`src/rtl/mw_eeprom_loader.sv`:
```
module mw_eeprom_loader #(
  parameter int          DIV       = 4,
  parameter int          GNT_POLLS = 1000,
  parameter logic [15:0] SIG       = 16'hBABA
) (
  input  logic        clk,
  input  logic        rst_n,
  input  logic        start,
  input  logic        size_256,
  output logic        arb_req,
  input  logic        arb_gnt,
  output logic        ee_cs,
  output logic        ee_sk,
  output logic        ee_di,
  input  logic        ee_do,
  output logic        done,
  output logic        grant_timeout,
  output logic        csum_ok,
  output logic        csum_err,
  input  logic [5:0]  rd_addr,
  output logic [15:0] rd_data,
  output logic [47:0] station_addr
);
  localparam int NWORDS = 64;
  localparam int AW     = $clog2(NWORDS);
  localparam int DW     = (DIV > 2) ? $clog2(DIV) : 1;
  localparam int PW     = $clog2(GNT_POLLS + 1);

  typedef enum logic [2:0] {S_IDLE, S_REQ, S_CSON, S_CMD, S_DATA, S_CSOFF} st_t;

  st_t            st;
  logic           pend, size8;
  logic [DW-1:0]  div_cnt;
  logic [PW-1:0]  polls;
  logic [AW-1:0]  waddr;
  logic [3:0]     bidx;
  logic [1:0]     ph;
  logic [15:0]    shw, sum;
  logic [15:0]    mem [NWORDS];
  logic [10:0]    cmd;

  wire tick = (div_cnt == DW'(DIV - 1));
  wire [15:0] sum_next = sum + shw;

  assign cmd = size8 ? {3'b110, 2'b00, waddr} : {2'b00, 3'b110, waddr};
  assign rd_data      = done ? mem[rd_addr] : '0;
  assign station_addr = done ? {mem[2], mem[1], mem[0]} : '0;

  always_ff @(posedge clk or negedge rst_n)
    if (!rst_n) div_cnt <= '0;
    else        div_cnt <= tick ? '0 : div_cnt + 1'b1;

  always_ff @(posedge clk)
    if (tick && st == S_CSOFF) mem[waddr] <= shw;

  always_ff @(posedge clk or negedge rst_n) begin
    if (!rst_n) begin
      st <= S_IDLE; pend <= 1'b1; size8 <= 1'b0;
      polls <= '0; waddr <= '0; bidx <= '0; ph <= '0;
      shw <= '0; sum <= '0;
      arb_req <= 1'b0; ee_cs <= 1'b0; ee_sk <= 1'b0; ee_di <= 1'b0;
      done <= 1'b0; grant_timeout <= 1'b0; csum_ok <= 1'b0; csum_err <= 1'b0;
    end else begin
      case (st)
        S_IDLE: if (start || pend) begin
          pend <= 1'b0; size8 <= size_256;
          done <= 1'b0; grant_timeout <= 1'b0; csum_ok <= 1'b0; csum_err <= 1'b0;
          polls <= '0; waddr <= '0; sum <= '0;
          arb_req <= 1'b1; st <= S_REQ;
        end
        S_REQ: if (tick) begin
          if (arb_gnt) st <= S_CSON;
          else if (polls == PW'(GNT_POLLS - 1)) begin
            arb_req <= 1'b0; done <= 1'b1; grant_timeout <= 1'b1; st <= S_IDLE;
          end else polls <= polls + 1'b1;
        end
        S_CSON: if (tick) begin
          ee_cs <= 1'b1; ph <= 2'd0;
          bidx <= size8 ? 4'd10 : 4'd8;
          st <= S_CMD;
        end
        S_CMD: if (tick) begin
          case (ph)
            2'd0: begin ee_di <= cmd[bidx]; ph <= 2'd1; end
            2'd1: begin ee_sk <= 1'b1; ph <= 2'd2; end
            default: begin
              ee_sk <= 1'b0; ph <= 2'd0;
              if (bidx == 4'd0) begin bidx <= 4'd15; st <= S_DATA; end
              else bidx <= bidx - 1'b1;
            end
          endcase
        end
        S_DATA: if (tick) begin
          case (ph)
            2'd0: begin ee_di <= 1'b0; ph <= 2'd1; end
            2'd1: begin ee_sk <= 1'b1; ph <= 2'd2; end
            default: begin
              shw <= {shw[14:0], ee_do};
              ee_sk <= 1'b0; ph <= 2'd0;
              if (bidx == 4'd0) st <= S_CSOFF;
              else bidx <= bidx - 1'b1;
            end
          endcase
        end
        S_CSOFF: if (tick) begin
          ee_cs <= 1'b0; ee_di <= 1'b0; ee_sk <= 1'b0;
          sum <= sum_next;
          if (waddr == AW'(NWORDS - 1)) begin
            arb_req <= 1'b0; done <= 1'b1;
            csum_ok  <= (sum_next == SIG);
            csum_err <= (sum_next != SIG);
            st <= S_IDLE;
          end else begin
            waddr <= waddr + 1'b1; st <= S_CSON;
          end
        end
        default: st <= S_IDLE;
      endcase
    end
  end

  p_cs_owns_bus_r1: assert property (@(posedge clk) disable iff (!rst_n)
    ee_cs |-> arb_req);
  p_req_released_r1: assert property (@(posedge clk) disable iff (!rst_n)
    done |-> !arb_req);
  p_timeout_quiet_r2: assert property (@(posedge clk) disable iff (!rst_n)
    grant_timeout |-> (done && !ee_cs && !csum_ok && !csum_err));
  p_di_hold_r4: assert property (@(posedge clk) disable iff (!rst_n)
    ee_sk |-> $stable(ee_di));
  p_sk_inside_cs_r6: assert property (@(posedge clk) disable iff (!rst_n)
    ee_sk |-> ee_cs);
  p_cs_drop_clean_r6: assert property (@(posedge clk) disable iff (!rst_n)
    $fell(ee_cs) |-> (!ee_sk && !ee_di));
  p_flags_excl_r7: assert property (@(posedge clk) disable iff (!rst_n)
    $onehot0({csum_ok, csum_err, grant_timeout}));
endmodule

```
`config.mk`:
```
export PLATFORM = sky130hd
export DESIGN_NAME = mw_eeprom_loader
export DESIGN_NICKNAME = d
export VERILOG_FILES = /design/src/rtl/mw_eeprom_loader.sv
export SDC_FILE = /design/constraint.sdc
export NUM_CORES = 1
export LEC_CHECK = 0
export BUFFER_PORTS_ARGS = -buffer_cell sky130_fd_sc_hd__buf_2
export CORE_UTILIZATION = 58
export CTS_CLUSTER_DIAMETER = 80
export CTS_CLUSTER_SIZE = 28
export DETAILED_ROUTE_END_ITERATION = 8
export PLACE_DENSITY = 0.75
export RECOVER_POWER = 25
export SETUP_SLACK_MARGIN = 0.2
export SYNTH_ARGS = -nofsm -noshare
export SYNTH_HDL_FRONTEND = slang
export SYNTH_SLANG_ARGS = --single-unit
```
`constraint.sdc`:
```
create_clock -name clk -period 5.6 [get_ports clk]
set_input_delay 1.12 -clock clk [delete_from_list [all_inputs] [get_ports clk]]
set_output_delay 1.12 -clock clk [all_outputs]
set_load 0.01 [all_outputs]
```
==> impl_metrics.tcl <==
set metrics [dict create \
    irDropWorstVdd_mv 0.238 \
    holdCritStartpoint "div_cnt[0]" \
    ys_types 60 \
    wl_per_cell_um 30.9 \
    die_h_um 276 \
    clock_sinks 1093 \
    grt_pass1_wl_um 144000 \
    start_kind "primary input" \
    clock_latency_ps 640 \
    crit_type "in2out" \
    syn_area_sq_um 43600 \
    drc_errors 0 \
    synthArstFlopShare 0.0631 \
    start_util 0.586 \
    min_to "div_cnt[0]" \
    via_per_inst 6.73 \
    crit_slowest_cell "mux4_2" \
    relSlewSlack -1.34 \
    overflow 0 \
    hp-class "reg2reg" \
    drtPass1Iterations 6 \
    ys_warn_count 0 \
    nNetsFinal 2245 \
    ys_seq_area_frac 0.745 \
    end_kind "output port" \
    clockBufferDepth 3 \
    critical_path.most_common_cell "mux4_2" \
    synth_top_area_cell "edfxtp_1" \
    rsz0062_at_grt "false" \
    h-tree-depth 2 \
    drive_gt1_frac 0.291 \
    cts_setup_buffers 0 \
    period_minus_slack_ps 4980 \
    static-leakage-power_nw 12.8 \
    rr_worst_depth 9 \
    yosys-top-cells-count "1024 x edfxtp_1, 337 x mux4_2, 114 x nor2_1, 68 x dfrtp_1, 66 x clkbuf_1" \
    die-area_sq_um 76300 \
    r2r-end "csum_err" \
    powerDensity_nw_per_um2 278 \
    cp.required_ps 4480 \
    die_x_um 276 \
    cts_hold_buf 0 \
    post-synth-top-count-cell "edfxtp_1" \
    synth_top_flop_cell "edfxtp_1" \
    rrSetupSlack_ps 640 \
    cts-root-buf "clkbuf_16" \
    slew_violations 874 \
    area_delta_synth_final_pct 8.60 \
    fin_skew_ps 41.4 \
    path_cells "buf_8 > buf_12 > buf_12 > mux4_2 > mux4_2 > mux4_2 > and2_1 > buf_2" \
    cts_made_buffers 47 \
    synth_seq_cells 1093 \
    ios 84 \
    crit_arrival_ps 3860 \
    syn_area_per_cell_sq_um 21.2 \
    drtIter0Drc 2893 \
    instances_no_fill 3196 \
    placed_cells 3131 \
    fmax_mhz 201 \
    hpwlAfterDp_um 61500 \
    violations "max-capacitance violations, max-slew violations" \
    setup_viol 0 \
    max-cap-violations 13 \
    synth_enable_flop_cells 1024 \
    status "complete, but fails checks" \
    yosysTopAreaCellShare 0.705 \
    min_path_cells 1 \
    ctsResizeCount 0 \
    hold_viol 0 \
    rows 100 \
    r2r_start "shw[1]" \
    worstPathMaxFanout 21 \
    gp_congestion 0.854 \
    vias 21500 \
    cts_tree "built" \
    worst_pin_slew_ps 3500 \
    synthesis.nets 2089 \
    port_buffers 83 \
    drt_wl_total_um 98600 \
    grt_pass1_vias 21000 \
    core-area_sq_um 74400 \
    ys_top_cells_by_area "edfxtp_1 70%, mux4_2 17%, dfrtp_1 3.9%" \
    ant_nets 0 \
    min_period_over_period 0.890 \
    syn_inst 2055 \
    clk_pin_slew_worst_paths_ps 80 \
    grt_use_total 0.261 \
    antenna_found_initial 3 \
    finalSetupTns_ps 0 \
    n_antenna_cell 0 \
    grt_max_degree 69 \
    slowest_delay_ps 580 \
]
[cells by family after synthesis]
kind of cell             Yosys count  synth area share
AO/OA/AOI/OAI                    124            0.0181
multiplexers                     362             0.180
adder cells (fa/ha/maj)           22           0.00648
XOR/XNOR                          25           0.00502
AND/OR/NAND/NOR                  299            0.0329
buffers and inverters            130            0.0126
flip-flops                      1093             0.745
[registers in the layout, summed over array words and instances (netlist names), 2 cells and up]
name     count
polls       10
div_cnt      2
mem       1024
waddr        6
st           3
sum         16
shw         16
bidx         4
ph           2
[cell type report]
cell class | instances | area [sq um]
clock buffers | 55 | 1230
clock inverters | 10 | 153
inverters | 18 | 67.6
repair buffers | 219 | 1610
well taps | 969 | 1210
fillers | 4745 | 27100
flip-flops and latches | 1093 | 32500
multi-input cells | 832 | 10600
[placed cells by master (no fill, tap or decap), types with 3 or more instances in the layout]
cell type / n
a31oi_1: 3
ha_1: 21
o21bai_1: 4
o21ai_0: 38
xnor2_1: 11
and2_1: 64
o211ai_1: 5
nor2_2: 7
a211o_1: 3
nor2b_1: 4
nand4_1: 9
clkbuf_1: 22
inv_1: 18
dfrtp_2: 16
inv_6: 4
o22ai_1: 5
mux2i_1: 5
nand3_1: 15
nand3b_1: 7
buf_4: 107
o41ai_1: 3
a21o_1: 4
xor2_1: 14
or3_1: 6
nor2_1: 107
a21oi_1: 31
or2_2: 4
mux2_2: 20
nand2_1: 58
edfxtp_1: 1024
a22o_1: 9
clkbuf_16: 48
buf_12: 16
nor3_1: 7
mux4_2: 337
dfrtp_1: 52
buf_2: 79
nor3b_1: 3
[worst max path at each step]
stage | cells past startpoint | start | slack, ps | end
2_1_floorplan | 6 | rd_addr[0] | 1060 | rd_data[10]
3_5_place_dp | 8 | rd_addr[0] | 650 | rd_data[9]
6_report | 8 | rd_addr[0] | 620 | rd_data[9]
3_3_place_gp | 8 | rd_addr[0] | 660 | rd_data[9]
4_1_cts | 8 | rd_addr[0] | 630 | rd_data[12]
5_1_grt | 9 | shw[1] | 370 | csum_err
[through the flow]
| step | instance area [sq um] | util | setup slack, ps | total power [mW] | hold WS, ps |
|---|---|---|---|---|---|
| global placement | 46000 | 0.619 | 658 | 9.30 | 415 |
| CTS | 47400 | 0.637 | 629 | 13.2 | 322 |
| finish | 47400 | 0.636 | 616 | 13.2 | 428 |
| detailed placement | 46000 | 0.619 | 651 | 9.30 | 422 |
| floorplan | 43600 | - | 1060 | 9.19 | 403 |
| global route | 47400 | 0.636 | 369 | 13.5 | 467 |
[routing by layer]
layer	vias to the layer above	routed length (um)	global-route usage
met2	1241	47000	0.409
li1	8752	-	-
met5	-	0	0
met1	11400	39100	0.389
met3	146	9940	0.0461
met4	0	2550	0.0655
[power by group]
part           leakage [nW]  switching (mW)  internal [mW]  total [mW]
sequential             8.04         0.00111           8.80        8.80
clock                 0.671            2.41           1.66        4.06
combinational          4.06           0.178          0.139       0.318
total                  12.8            2.59           10.6        13.2
[worst max-delay path, delay by kind of cell]
| kind | cells | cell delay (ps) |
|---|---|---|
| muxes | 3 | 1680 |
| and+or+nand+nor | 1 | 200 |
| buffers and inverters | 4 | 810 |
Power figures use the tool's default switching activity.
